==> src/rtl/updown_timer_pkg.sv <==
package updown_timer_pkg;

    typedef enum logic [1:0] {
        MODE_EDGE = 2'b00,
        MODE_CTR1 = 2'b01,
        MODE_CTR2 = 2'b10,
        MODE_CTR3 = 2'b11
    } cnt_mode_e;

    typedef enum logic [1:0] {
        ST_EDGE_UP = 2'b00,
        ST_EDGE_DN = 2'b01,
        ST_CTR_UP  = 2'b10,
        ST_CTR_DN  = 2'b11
    } sweep_e;

endpackage

==> src/rtl/ut_cfg_reg.sv <==
module ut_cfg_reg
    import updown_timer_pkg::*;
(
    input  logic      clk,
    input  logic      rst,
    input  logic      cfg_we,
    input  logic [1:0] cfg_mode,
    output cnt_mode_e mode_q,
    output logic      mode_chg
);

    always_ff @(posedge clk) begin
        if (rst) begin
            mode_q <= MODE_EDGE;
        end else if (cfg_we) begin
            mode_q <= cnt_mode_e'(cfg_mode);
        end
    end

    always_comb begin
        mode_chg = cfg_we && (cnt_mode_e'(cfg_mode) != mode_q);
    end

endmodule

==> src/rtl/ut_sweep_fsm.sv <==
module ut_sweep_fsm
    import updown_timer_pkg::*;
(
    input  logic       clk,
    input  logic       rst,
    input  logic       cnt_en,
    input  logic       cfg_we,
    input  logic [1:0] cfg_mode,
    input  logic       cfg_dir,
    input  logic       mode_chg,
    input  logic       at_top,
    input  logic       at_bot,
    output sweep_e     state_q,
    output logic       dir,
    output logic       update_q
);

    sweep_e state_d;
    logic   turn;

    // state register
    always_ff @(posedge clk) begin
        if (rst) begin
            state_q <= ST_EDGE_UP;
        end else begin
            state_q <= state_d;
        end
    end

    // next state
    always_comb begin
        state_d = state_q;
        if (cfg_we && cnt_mode_e'(cfg_mode) == MODE_EDGE) begin
            state_d = cfg_dir ? ST_EDGE_DN : ST_EDGE_UP;
        end else if (mode_chg) begin
            state_d = ST_CTR_UP;
        end else if (cnt_en) begin
            unique case (state_q)
                ST_EDGE_UP: state_d = ST_EDGE_UP;
                ST_EDGE_DN: state_d = ST_EDGE_DN;
                ST_CTR_UP:  state_d = at_top ? ST_CTR_DN : ST_CTR_UP;
                ST_CTR_DN:  state_d = at_bot ? ST_CTR_UP : ST_CTR_DN;
            endcase
        end
    end

    // outputs
    always_comb begin
        turn = 1'b0;
        dir  = 1'b0;
        unique case (state_q)
            ST_EDGE_UP: begin dir = 1'b0; turn = cnt_en && at_top; end
            ST_EDGE_DN: begin dir = 1'b1; turn = cnt_en && at_bot; end
            ST_CTR_UP:  begin dir = 1'b0; turn = cnt_en && at_top; end
            ST_CTR_DN:  begin dir = 1'b1; turn = cnt_en && at_bot; end
        endcase
    end

    always_ff @(posedge clk) begin
        if (rst) begin
            update_q <= 1'b0;
        end else begin
            update_q <= turn;
        end
    end

endmodule

==> src/rtl/ut_counter.sv <==
module ut_counter
    import updown_timer_pkg::*;
#(
    parameter int WIDTH = 16
) (
    input  logic             clk,
    input  logic             rst,
    input  logic             cnt_en,
    input  sweep_e           state_q,
    input  logic [WIDTH-1:0] reload,
    output logic [WIDTH-1:0] count_q,
    output logic             at_top,
    output logic             at_bot
);

    localparam logic [WIDTH-1:0] ZERO = '0;
    localparam logic [WIDTH-1:0] ONE  = WIDTH'(1);

    logic [WIDTH-1:0] count_d;

    always_comb begin
        at_top = (count_q >= reload);
        at_bot = (count_q == ZERO);
    end

    always_comb begin
        count_d = count_q;
        if (cnt_en) begin
            unique case (state_q)
                ST_EDGE_UP: count_d = at_top ? ZERO : count_q + ONE;
                ST_EDGE_DN: count_d = at_bot ? reload : count_q - ONE;
                ST_CTR_UP:  count_d = at_top ? (at_bot ? ZERO : count_q - ONE)
                                             : count_q + ONE;
                ST_CTR_DN:  count_d = at_bot ? ((reload == ZERO) ? ZERO : ONE)
                                             : count_q - ONE;
            endcase
        end
    end

    always_ff @(posedge clk) begin
        if (rst) begin
            count_q <= ZERO;
        end else begin
            count_q <= count_d;
        end
    end

endmodule

==> src/rtl/ut_cmp_flag.sv <==
module ut_cmp_flag
    import updown_timer_pkg::*;
#(
    parameter int WIDTH = 16
) (
    input  logic             clk,
    input  logic             rst,
    input  logic             cnt_en,
    input  logic [WIDTH-1:0] count_q,
    input  logic [WIDTH-1:0] compare,
    input  sweep_e           state_q,
    input  cnt_mode_e        mode_q,
    input  logic             flag_clr,
    output logic             flag_q
);

    logic match;
    logic sweep_ok;
    logic set;

    always_comb begin
        match    = cnt_en && (count_q == compare);
        sweep_ok = 1'b0;
        unique case (mode_q)
            MODE_EDGE: sweep_ok = 1'b1;
            MODE_CTR1: sweep_ok = (state_q == ST_CTR_DN);
            MODE_CTR2: sweep_ok = (state_q == ST_CTR_UP);
            MODE_CTR3: sweep_ok = 1'b1;
        endcase
        set = match && sweep_ok;
    end

    always_ff @(posedge clk) begin
        if (rst) begin
            flag_q <= 1'b0;
        end else begin
            flag_q <= set || (flag_q && !flag_clr);
        end
    end

endmodule

==> src/rtl/updown_timer.sv <==
module updown_timer
    import updown_timer_pkg::*;
#(
    parameter int WIDTH = 16
) (
    input  logic             clk,
    input  logic             rst,
    input  logic             cnt_en,
    input  logic [WIDTH-1:0] reload,
    input  logic [WIDTH-1:0] compare,
    input  logic             cfg_we,
    input  logic [1:0]       cfg_mode,
    input  logic             cfg_dir,
    output logic             dir_o,
    output logic [WIDTH-1:0] count_o,
    output logic             cmp_flag_o,
    input  logic             flag_clr,
    output logic             update_o
);

    cnt_mode_e mode_q;
    logic      mode_chg;
    sweep_e    state_q;
    logic      at_top;
    logic      at_bot;

    ut_cfg_reg u_cfg (
        .clk      (clk),
        .rst      (rst),
        .cfg_we   (cfg_we),
        .cfg_mode (cfg_mode),
        .mode_q   (mode_q),
        .mode_chg (mode_chg)
    );

    ut_sweep_fsm u_fsm (
        .clk      (clk),
        .rst      (rst),
        .cnt_en   (cnt_en),
        .cfg_we   (cfg_we),
        .cfg_mode (cfg_mode),
        .cfg_dir  (cfg_dir),
        .mode_chg (mode_chg),
        .at_top   (at_top),
        .at_bot   (at_bot),
        .state_q  (state_q),
        .dir      (dir_o),
        .update_q (update_o)
    );

    ut_counter #(.WIDTH(WIDTH)) u_cnt (
        .clk     (clk),
        .rst     (rst),
        .cnt_en  (cnt_en),
        .state_q (state_q),
        .reload  (reload),
        .count_q (count_o),
        .at_top  (at_top),
        .at_bot  (at_bot)
    );

    ut_cmp_flag #(.WIDTH(WIDTH)) u_flag (
        .clk      (clk),
        .rst      (rst),
        .cnt_en   (cnt_en),
        .count_q  (count_o),
        .compare  (compare),
        .state_q  (state_q),
        .mode_q   (mode_q),
        .flag_clr (flag_clr),
        .flag_q   (cmp_flag_o)
    );

endmodule

==> config.mk <==
export PLATFORM = sky130hd
export DESIGN_NAME = updown_timer
export DESIGN_NICKNAME = d
export VERILOG_FILES = /design/src/rtl/updown_timer_pkg.sv /design/src/rtl/ut_cfg_reg.sv /design/src/rtl/ut_sweep_fsm.sv /design/src/rtl/ut_counter.sv /design/src/rtl/ut_cmp_flag.sv /design/src/rtl/updown_timer.sv
export SDC_FILE = /design/constraint.sdc
export NUM_CORES = 1
export LEC_CHECK = 0
export ABC_AREA = 1
export BUFFER_PORTS_ARGS = -buffer_cell sky130_fd_sc_hd__buf_4
export CAP_MARGIN = 20
export CORE_MARGIN = 2
export CORE_UTILIZATION = 58
export CTS_BUF_LIST = sky130_fd_sc_hd__clkbuf_4
export DETAILED_ROUTE_END_ITERATION = 7
export HOLD_SLACK_MARGIN = 0.06
export PLACE_DENSITY = 0.83
export SYNTH_ARGS = -nofsm -noshare
export SYNTH_HDL_FRONTEND = slang
export SYNTH_HIERARCHICAL = 1
export SYNTH_SLANG_ARGS = --single-unit
export TNS_END_PERCENT = 10
==> constraint.sdc <==
create_clock -name clk -period 2.3 [get_ports clk]
set_input_delay 0.345 -clock clk [delete_from_list [all_inputs] [get_ports clk]]
set_output_delay 0.345 -clock clk [all_outputs]
set_load 0.02 [all_outputs]
---- Word-level counts from Yosys, hierarchy flattened ----
Index checks and enable logic that the tools add are counted.
storage, ports and cells
  bits in registers ....................... 22
  input bits .............................. 40
  output and inout port bits .............. 19
  word-level logic and storage cells ...... 51
cells by class
  add/sub/neg operators ................... 2
  order comparisons ....................... 1
  equal/unequal tests ..................... 8
  mux-type cells .......................... 17
  reductions and logical operators ........ 18
operators by type and width
  kind                   number
  $mux 16                5
  $pmux 16 s4            1
  $logic_not 16->1       2
  $add 16x1->16 const B  1
  $eq 16x16->1           1
  $ge 16x16->1           1
  $sub 16x1->16 const B  1
  $eq 2x2->1 const B     4
  $pmux 2 s4             1
  $logic_and 1x1->1      7
  $logic_not 2->1        3
  $mux 2                 3
  $reduce_or 2->1        3
  $eq 2x1->1 const B     2
  $mux 1                 4
  $pmux 1 s2             2
  $pmux 1 s3             1
  $reduce_bool 3->1      1
  $ne 2x2->1             1
  $logic_not 1->1        1
  $logic_or 1x1->1       1

---- Depth between registers and ports, before layout ----
Gate-level depths: netlist of the first run.
  depth in word-level cells ............... 6
  depth in mapped cells ................... 17
  depth with buffers taken out ............ 17

---- Modules after synthesis ----
The synthesis of the first run kept the hierarchy.
by module, submodules not included
  module        times used  cells an instance  area each (um2)  sequential area each (um2)
  ut_counter    1           415                2351.0           320.3
  ut_cmp_flag   1           93                 402.9            20.0
  ut_sweep_fsm  1           22                 156.4            60.1
  ut_cfg_reg    1           18                 108.9            40.0

---- Least setup slack after synthesis of the first run ----
OpenSTA, ideal clock, no wires.
  path kind ............................... register to register
  from .................................... reg u_cnt.count_q[15]
  to ...................................... reg u_cnt.count_q[12]
  setup time .............................. 0.118 ns
  arrival time ............................ 1.845 ns
  required time ........................... 2.182 ns
  setup slack ............................. 0.338 ns
  cell stages (with the launch flop) ...... 11
  path buffers ............................ 1
  period minus slack after synthesis ...... 1.962 ns
  path through ............................ dfxtp_1 -> ha_1 -> a21oi_1 -> o21ai_1 -> nor2_1 -> nand3_2 -> nand2_1 -> buf_2 -> nor2_1 -> nor2_1 -> nor2_1
between the ends
  word-level cells in the longest chain between the ends .. 4
  elaborated cells on any way between the ends .. 8
  those cells by class .................... order compare (1); mux (6); reduce/logical (1)
ends and longest elaborated chain
  element                                               line              text
  start: declaration                                    ut_counter.sv:11  output logic [WIDTH-1:0] count_q,
  start signal: assignment                              ut_counter.sv:44  count_q <= count_d;
  branches (longest 3 deep; another with $ge 16x16->1)  --
  $pmux 16 s4 *                                         ut_counter.sv:29  unique case (state_q)
Every way passes the cells marked *.
A chain may end at the register's enable or synchronous reset.

---- Worst setup path after layout of the first run ----
  from .................................... reg u_cnt.count_q[0]
  to ...................................... reg u_cnt.count_q[6]
between the ends
  word-level cells in the longest chain between the ends .. 4
  elaborated cells on any way between the ends .. 10
  those cells by class .................... add/sub (2); order compare (1); mux (6); reduce/logical (1)
ends and longest elaborated chain
  element                                            line              text
  $sub 16x1->16 or $logic_not 16->1 (tied branches)  --
  $mux 16 (2 in series)                              ut_counter.sv:32  ST_CTR_UP: count_d = at_top ? (at_bot ? ZERO : count_q - ONE)
  $pmux 16 s4 *                                      ut_counter.sv:29
Every way passes the cells marked *; elsewhere a longest branch is shown, timed or not.

==> results_dict.tcl, run 1 <==
set metrics [dict create \
    cp.required_ns 2.56 \
    yosys_warnings 6 \
    fin_nets 671 \
    die_area_um2 5800 \
    slew-limit-headroom_pct 66.1 \
    slew_violations 0 \
    fp.dieH_um 76.2 \
    power.leakage_nw 2.06 \
    max_stage_delay_ns 0.37 \
    tightest_slew_ns 0.508 \
    startpoint "u_cnt/count_q[0]$_SDFFE_PP0P_" \
    clock-sinks 22 \
    synth_cells 548 \
    pin_count 59 \
    totalPowerFinal_mw 1.49 \
    grtUsageTotal_pct 31.2 \
    antenna_found_initial 0 \
    netlist_top_cells_area "nand2_1 19%, dfxtp_1 15%, inv_1 12%, nor2_1 11%, ha_1 7.9%" \
    cpMaxStageDelayCell "dfxtp_1" \
    die_x_um 76.2 \
    cp-endpoint "u_cnt/count_q[6]$_SDFFE_PP0P_" \
    fillers 472 \
    row_count 26 \
    clockBufferDepth 2 \
    hold_violations 0 \
    power_density_nw_per_um2 411 \
    clockRootBuffer "clkbuf_4" \
    wl_mm 8.90 \
    first_global_vias 3275 \
    fmax_ghz 0.477 \
    synthAdderAreaFrac_pct 7.87 \
    path_cells "inv_1 > buf_4 > ha_1 > nand4_1 > nor2_1 > nor2_1 > nand2_1 > nand2_1 > nand3_2 > buf_4 > o21ai_0 > nor2_1 > nor2_1" \
    arrival_ns 2.36 \
    cts_tree "done" \
    dp_hpwl_mm 7.05 \
    synth_nets 607 \
    stdcell_area_um2 3630 \
    vias 3666 \
    path_clk_slew_ns 0.16 \
    yosys.area_share.xor_xnor_pct 3.77 \
    rsz0062_at_grt "no" \
    timing.hold.ws_ns 0.226 \
    ys_seq_elements 22 \
    r2r-end "u_cnt/count_q[6]$_SDFFE_PP0P_" \
    coreArea_um2 5070 \
    synthFlopType "dfxtp_1" \
    crit_type "flip-flop to flip-flop" \
    synth_compound_gate_area_share_pct 9.49 \
    ctsHtreeMaxLevel 1 \
    hold_path.class "input pin to flip-flop" \
    area_growth_pct 20.1 \
    setup_viol 0 \
    drv_cap 0 \
    place_area_um2 3570 \
    yosysMostFrequentCell "nand2_1" \
    cts_buffers 3 \
    drive_gt1_share_pct 19.1 \
    muxShareOfSynthArea_pct 0 \
    gp_congestion 1.04 \
    postCtsHoldBufs 0 \
    vdd_drop_max_mv 0.224 \
    ant_nets 0 \
    drtIter0Drc 286 \
    rr_startpoint "u_cnt/count_q[0]$_SDFFE_PP0P_" \
    synthSimpleGateAreaFrac_pct 47.9 \
    crit_top_cell "nor2_1" \
    insertion_delay_ns 0.33 \
    drc_errors 0 \
    synth_edf_count 0 \
    synth_common_cells "151 x nand2_1, 93 x inv_1, 87 x nor2_1" \
    wl_per_cell_um 13.1 \
    via_per_inst 5.38 \
    diodes 0 \
    grt_pass1_wl_mm 15.1 \
    grt_max_degree 35 \
    io_buffer_count 58 \
    synthArstFlopShare_pct 0 \
    holdPathStages 2 \
    r2r_slack_ns 0.20 \
    yosysTopAreaCellShare_pct 18.8 \
    crit_path_end_kind "flip-flop" \
    seq_area_frac_synth_pct 14.6 \
    r2r_cells 13 \
    critPathLaunchType "flip-flop" \
    synth.distinct_cells 33 \
    tns_ns 0 \
    syn_area_um2 3020 \
    path_max_fanout 17 \
    start_util_pct 59.5 \
    fin_skew_ns 0.0126 \
    synth_top_cell_by_area "nand2_1" \
    syn_avg_cell_area_um2 5.51 \
    final_util_pct 71.4 \
    grt_overflow 0 \
    finalCritPeriodShare_pct 91.2 \
    outcome "complete, no violations" \
    synth_top_family_by_area "simple AND/OR/NAND/NOR gates" \
    drt-pass1-iter-count 5 \
    min_period_ns 2.10 \
]
==> routing by layer <==
metal	share of wire (%)	routed length [um]	global-route usage, %
met2	44	3950	50.9
met1	44	3910	43.8
met3	10	914	3.79
met5	0	0	0
met4	1.5	130	8.18
==> placed cells by master (no fill, tap or decap), drive strengths merged <==
| cell type | n |
|---|---|
| nor2 | 101 |
| a31oi | 1 |
| xor2 | 10 |
| nand2 | 155 |
| dfxtp | 22 |
| inv | 104 |
| nor3 | 7 |
| o21ai | 33 |
| bufinv | 1 |
| o211ai | 1 |
| clkbuf | 3 |
| ha | 19 |
| nand4 | 16 |
| nor3b | 2 |
| nand3 | 39 |
| a21oi | 17 |
| xnor2 | 3 |
| a211oi | 2 |
| buf | 75 |
==> worst min-delay path by stage <==
stage	startpoint	to	slack [ns]
after floorplan	rst	u_flag/flag_q$_SDFF_PP0_	0.41
after global placement	u_flag/flag_q$_SDFF_PP0_	u_flag/flag_q$_SDFF_PP0_	0.47
after detailed placement	u_flag/flag_q$_SDFF_PP0_	u_flag/flag_q$_SDFF_PP0_	0.47
after CTS	cfg_we	u_cfg/mode_q[0]$_SDFFE_PP0P_	0.22
after global routing	cfg_we	u_cfg/mode_q[1]$_SDFFE_PP0P_	0.22
final	cfg_we	u_cfg/mode_q[0]$_SDFFE_PP0P_	0.23
==> metrics by stage <==
stage | setup slack [ns] | std cells
floorplan | 0.338 | 548
finish | 0.202 | 681
detailed placement | 0.207 | 677
CTS | 0.196 | 681
global route | 0.0329 | 681
global placement | 0.254 | 677
==> final cells by class <==
| cell class | count | area [um2] | share of cell area, % |
|---|---|---|---|
| multi-input cells | 406 | 2090 | 57.6 |
| repair buffers | 75 | 563 | 15.5 |
| flip-flops and latches | 22 | 442 | 12.2 |
| inverters | 104 | 393 | 10.8 |
| well taps | 70 | 87.6 | 2.42 |
| clock inverters | 1 | 30.0 | 0.828 |
| clock buffers | 3 | 22.5 | 0.621 |
==> cell families (layout without fill, tap and decap cells) <==
family          Yosys count  after routing
compound gates           54             54
xor+xnor                 13             13
fa+ha+maj                19             19
buf+inv                 120            183
flops                    22             22
simple gates            320            320
==> registers in the layout, summed over array words and instances, names as in the netlist <==
signal and cells:
u_cfg/mode_q 2, u_flag/flag_q 1, u_fsm/update_q 1, u_fsm/state_q 2, u_cnt/count_q 16
==> where the power goes <==
group	internal, mW	total (mW)	switching (mW)	leakage, nW
Sequential	0.407	0.448	0.0408	0.182
Clock	0.176	0.320	0.144	0.0279
Combinational	0.278	0.722	0.444	1.85
Total	0.861	1.49	0.629	2.06
==> worst max-delay path: cells and delay by family (launching register included) <==
family,cells,cell delay (ns)
buffers and inverters,3,0.47
AOI/OAI and AO/OA,1,0.22
DFF,1,0.37
and+or+nand+nor,8,0.70
adders and majority gates,1,0.27
==> what timing repair did <==
action	in CTS	in global routing
resized for setup	0	2
setup endpoints to repair	0	2
setup buffers	0	0
hold endpoints to repair	0	0
No activity file was read; power rests on OpenSTA's default activity.
==> run 2: changes to the inputs <==
--- a/config.mk
+++ b/config.mk
@@ -13,6 +13,7 @@
 export CTS_BUF_LIST = sky130_fd_sc_hd__clkbuf_4
 export DETAILED_ROUTE_END_ITERATION = 7
 export HOLD_SLACK_MARGIN = 0.06
+export MAX_ROUTING_LAYER = met4
 export PLACE_DENSITY = 0.83
 export SYNTH_ARGS = -nofsm -noshare
 export SYNTH_HDL_FRONTEND = slang
==> results_dict.tcl, run 2 (synthesis gave the netlist of run 1 again) <==
set metrics [dict create \
    outcome "complete, no violations" \
    path_clk_slew_ns 0.15 \
    crit_path_end_kind "flip-flop" \
    post_cts_buffers 0 \
    cp.required_ns 2.56 \
    die_x_um 76.2 \
    coreArea_um2 5070 \
    fp.dieH_um 76.2 \
    setup_viol 0 \
    grt_pass1_wl_mm 14.8 \
    insertion_delay_ns 0.32 \
    crit_type "flip-flop to flip-flop" \
    routed.top_layer "met4" \
    clockRootBuffer "clkbuf_4" \
    layout_common_cells "150 x nand2_1, 93 x inv_1, 87 x nor2_1" \
    critPathLaunchType "flip-flop" \
    area_growth_pct 19.4 \
    fillers 458 \
    cts_buffers 3 \
    largest_registers "u_cnt/count_q (16), u_cfg/mode_q (2), u_fsm/state_q (2)" \
    finalCritPeriodShare_pct 88.9 \
    register_area_um2 444 \
    grt_max_degree 35 \
    largest_register_ffs 16 \
    power.leakage_nw 2.05 \
    slew-limit-headroom_pct 64.8 \
    final_common_cell "nand2_1" \
    wl_met2_mm 3.99 \
    drc_errors 0 \
    post_cts_resized 0 \
    via_per_inst 5.33 \
    first_global_vias 3235 \
    postCtsHoldBufs 0 \
    tns_ns 0 \
    vias 3633 \
    ant_nets 0 \
    cts_tree "done" \
    drtIter0Drc 296 \
    drt-pass1-iter-count 5 \
    drv_cap 0 \
    wl_mm 8.88 \
    route.met3.wl_um 821 \
    multi_input_comb_area_um2 2090 \
    ctsHtreeMaxLevel 1 \
    grt_overflow 0 \
    die_area_um2 5800 \
    vdd_drop_max_mv 0.189 \
    fin_skew_ns 0.0130 \
    grtUsageTotal_pct 31.6 \
    wl_per_cell_um 13.0 \
    row_count 26 \
    wl_met1_mm 3.94 \
    gp_congestion 1.05 \
    start_util_pct 59.5 \
    power_density_nw_per_um2 379 \
    tightest_slew_ns 0.527 \
    clockBufferDepth 2 \
    top_register "u_cnt/count_q" \
    hold_path.class "input pin to flip-flop" \
    path_max_fanout 10 \
    hold_violations 0 \
    fmax_ghz 0.489 \
    fin_nets 671 \
    clock-sinks 22 \
    diodes 0 \
    arrival_ns 2.31 \
    drive_gt1_share_pct 19.3 \
    min_period_ns 2.04 \
    pin_count 59 \
    antenna_found_initial 0 \
    io_buffer_count 58 \
    slew_violations 0 \
    totalPowerFinal_mw 1.37 \
    dp_hpwl_mm 7.17 \
    rsz0062_at_grt "no" \
]
run 2: final timing paths:
path                            startpoint  slack, ns                            end  cells after the start
max          u_cnt/count_q[1]$_SDFFE_PP0P_       0.26  u_cnt/count_q[1]$_SDFFE_PP0P_                     14
min                                 cfg_we       0.24   u_cfg/mode_q[0]$_SDFFE_PP0P_                      2
min reg2reg       u_flag/flag_q$_SDFF_PP0_       0.51       u_flag/flag_q$_SDFF_PP0_                      2
max reg2reg  u_cnt/count_q[1]$_SDFFE_PP0P_       0.26  u_cnt/count_q[1]$_SDFFE_PP0P_                     14
run 2: cell type report:
cell class	instances	area share (%)
timing repair buffer	75	15.7
sequential	22	12.3
clock inverter	1	0.104
inverter	104	10.9
tap	70	2.43
multi-input combinational	406	57.9
clock buffer	3	0.625
run 2: where the power goes:
| part | total (mW) | internal, mW | switching (mW) |
|---|---|---|---|
| Clock | 0.199 | 0.0635 | 0.135 |
| Sequential | 0.454 | 0.407 | 0.0465 |
| Combinational | 0.715 | 0.280 | 0.435 |
| Total | 1.37 | 0.751 | 0.617 |
run 2: per-stage QoR:
| step | worst slack, ns | instance area [um2] | util (%) | instances | hold WS [ns] |
|---|---|---|---|---|---|
| final | 0.255 | 3610 | 71.1 | 681 | 0.236 |
| after global routing | 0.0455 | 3610 | 71.1 | 681 | 0.230 |
| after CTS | 0.191 | 3600 | 70.9 | 681 | 0.228 |
| after detailed placement | 0.213 | 3570 | 70.3 | 677 | 0.484 |
| after global placement | 0.248 | 3570 | 70.3 | 677 | 0.467 |
| after floorplan | 0.338 | 3020 | - | 548 | 0.407 |
run 2: worst max-delay path, cell delays in order, from the launching register on:
cell and delay [ns]:
dfxtp_1 0.40, inv_1 0.13, ha_1 0.30, nand2_4 0.11, nor2_8 0.14, nand2_4 0.08
nor2_8 0.14, nand2_4 0.09, nor2_8 0.16, nand2_1 0.11, nand2_1 0.07, inv_1 0.03
nor2_1 0.10, nor2_1 0.06, nor2_1 0.08
run 2: routing by layer:
| metal | vias to the layer above | track usage [%] |
|---|---|---|
| met4 | 0 | 7.09 |
| met5 | - | - |
| met2 | 194 | 51.2 |
| met1 | 1599 | 42.4 |
| met3 | 15 | 3.91 |
| li1 | 1825 | - |
==> run 3: changes to the inputs <==
--- a/config.mk
+++ b/config.mk
@@ -9,12 +9,12 @@
 export BUFFER_PORTS_ARGS = -buffer_cell sky130_fd_sc_hd__buf_4
 export CAP_MARGIN = 20
 export CORE_MARGIN = 2
-export CORE_UTILIZATION = 58
+export CORE_UTILIZATION = 51
 export CTS_BUF_LIST = sky130_fd_sc_hd__clkbuf_4
 export DETAILED_ROUTE_END_ITERATION = 7
 export HOLD_SLACK_MARGIN = 0.06
 export MAX_ROUTING_LAYER = met4
-export PLACE_DENSITY = 0.83
+export PLACE_DENSITY = 0.75
 export SYNTH_ARGS = -nofsm -noshare
 export SYNTH_HDL_FRONTEND = slang
 export SYNTH_HIERARCHICAL = 1
==> results_dict.tcl, run 3 (synthesis gave the netlist of run 1 again) <==
set metrics [dict create \
    outcome "complete, no violations" \
    postCtsHoldBufs 0 \
    post_cts_resized 0 \
    hold_path.class "input pin to flip-flop" \
    path_cells "ha_1 > nand2_1 > nand2_1 > nand2_1 > nand2_1 > nand2_1 > nand2_1 > nand2_1 > nand3_2 > buf_4 > o21ai_0 > nor2_1 > nor2_1" \
    fillers 578 \
    path_max_fanout 10 \
    fin_nets 676 \
    rr_startpoint "u_cnt/count_q[1]$_SDFFE_PP0P_" \
    p_switching_mw 0.633 \
    pin_count 59 \
    wl_mm 9.49 \
    r2r_slack_ns 0.18 \
    tns_ns 0 \
    antenna_found_initial 0 \
    die_area_um2 6550 \
    critical-path-top-delay-family "simple AND/OR/NAND/NOR gates" \
    fin_skew_ns 0.00433 \
    cp.required_ns 2.58 \
    crit_path_end_kind "flip-flop" \
    area_growth_pct 21.5 \
    startpoint "u_cnt/count_q[1]$_SDFFE_PP0P_" \
    start_util_pct 51.9 \
    layoutNonFillerInstCount 691 \
    first_global_vias 3227 \
    clock-sinks 22 \
    fmax_ghz 0.472 \
    place_inst 687 \
    drv_cap 0 \
    grt_pass1_wl_mm 14.8 \
    die_x_um 80.9 \
    cts_buffers 3 \
    combinationalPowerShare_pct 49.5 \
    tightest_slew_ns 0.466 \
    p_sw_share_pct 42.1 \
    ctsHtreeMaxLevel 1 \
    grt_overflow 0 \
    p_int_mw 0.869 \
    coreArea_um2 5820 \
    clockPowerShare_pct 21.4 \
    post_cts_buffers 0 \
    via_per_inst 5.15 \
    critPathLaunchType "flip-flop" \
    critPathBufInv 1 \
    hold_start "cfg_we" \
    setup_viol 0 \
    diodes 0 \
    vdd_drop_max_mv 0.261 \
    hold_violations 0 \
    slew-limit-headroom_pct 68.9 \
    totalPowerFinal_mw 1.50 \
    vias 3556 \
    slew_violations 0 \
    fp.dieH_um 80.9 \
    r2r_cells 13 \
    arrival_ns 2.40 \
    drtIter0Drc 282 \
    grtUsageTotal_pct 30.2 \
    grt_max_degree 35 \
    wl_per_cell_um 13.7 \
    crit_type "flip-flop to flip-flop" \
    io_buffer_count 58 \
    dp_hpwl_mm 7.50 \
    power_density_nw_per_um2 410 \
    finalCritPeriodShare_pct 92.1 \
    rsz0062_at_grt "no" \
    sequentialPowerShare_pct 29.1 \
    drc_errors 0 \
    cp-endpoint "u_cnt/count_q[8]$_SDFFE_PP0P_" \
    layout_common_cells "151 x nand2_1, 93 x inv_1, 87 x nor2_1" \
    final_common_cell "nand2_1" \
    path_clk_slew_ns 0.15 \
    drt-pass1-iter-count 5 \
    largest_registers "u_cnt/count_q (16), u_cfg/mode_q (2), u_fsm/state_q (2)" \
    cp_num_cells 13 \
    min_period_ns 2.12 \
    power.leakage_nw 2.09 \
    cpMaxStageDelayCell "dfxtp_1" \
    gp_congestion 1.09 \
    drive_gt1_share_pct 19.6 \
    top_register "u_cnt/count_q" \
    clockRootBuffer "clkbuf_4" \
    max_stage_delay_ns 0.53 \
    ant_nets 0 \
    cts_tree "done" \
    row_count 28 \
    insertion_delay_ns 0.33 \
    crit_top_cell "nand2_1" \
    clockBufferDepth 2 \
    r2r-end "u_cnt/count_q[8]$_SDFFE_PP0P_" \
    largest_register_ffs 16 \
]
[run 3: changes by cell type in the layout (fill, tap and decap cells not counted)]
cell       change
buf_4          +6
buf_6          -1
bufinv_16      +1
clkinv_1       -1
dfxtp_1        +3
dfxtp_2        -3
ha_1           -1
ha_2           +1
nand2_1        +1
nand2_2        -1
[run 3: stage by stage]
stage	utilization [%]	setup WS [ns]	hold WS [ns]	instance area, um2
2_1_floorplan	-	0.338	0.407	3020
3_3_place_gp	62.1	0.214	0.465	3610
3_5_place_dp	62.1	0.211	0.480	3610
4_1_cts	63.0	0.151	0.217	3670
5_1_grt	63.1	0.0165	0.215	3670
6_report	63.1	0.182	0.227	3670
[run 3: metal layers]
| metal | share of wire, % | vias up | GRT usage [%] |
|---|---|---|---|
| li1 | - | 1825 | - |
| met1 | 43 | 1536 | 35.6 |
| met2 | 46 | 163 | 50.0 |
| met3 | 7.3 | 32 | 4.67 |
| met4 | 4.0 | 0 | 15.3 |
| met5 | 0 | - | - |
[run 3: how the worst min path moves through the flow]
| stage | to | cells past startpoint | slack (ns) |
|---|---|---|---|
| 2_1_floorplan | u_flag/flag_q$_SDFF_PP0_ | 1 | 0.41 |
| 3_5_place_dp | u_flag/flag_q$_SDFF_PP0_ | 2 | 0.48 |
| 6_report | u_cfg/mode_q[1]$_SDFFE_PP0P_ | 2 | 0.23 |
| 4_1_cts | u_cfg/mode_q[1]$_SDFFE_PP0P_ | 2 | 0.22 |
| 5_1_grt | u_cfg/mode_q[1]$_SDFFE_PP0P_ | 2 | 0.22 |
| 3_3_place_gp | u_flag/flag_q$_SDFF_PP0_ | 2 | 0.46 |
[run 3: power by group through the flow]
stage / Combinational [mW] / Sequential (mW) / Clock, mW
final: 0.744 / 0.437 / 0.322
after global routing: 0.828 / 0.441 / 0.342
after CTS: 0.735 / 0.437 / 0.336
after detailed placement: 0.731 / 0.445 / 0
after global placement: 0.718 / 0.444 / 0
after floorplan: 0.458 / 0.474 / 0
[run 3: cell type report]
cell class	count	area (um2)	share of cell area, %
inverter	104	393	10.7
multi-input combinational	406	2090	56.9
sequential	22	440	12.0
clock inverter	1	30.0	0.819
tap	75	93.8	2.56
timing repair buffer	80	601	16.4
clock buffer	3	22.5	0.614
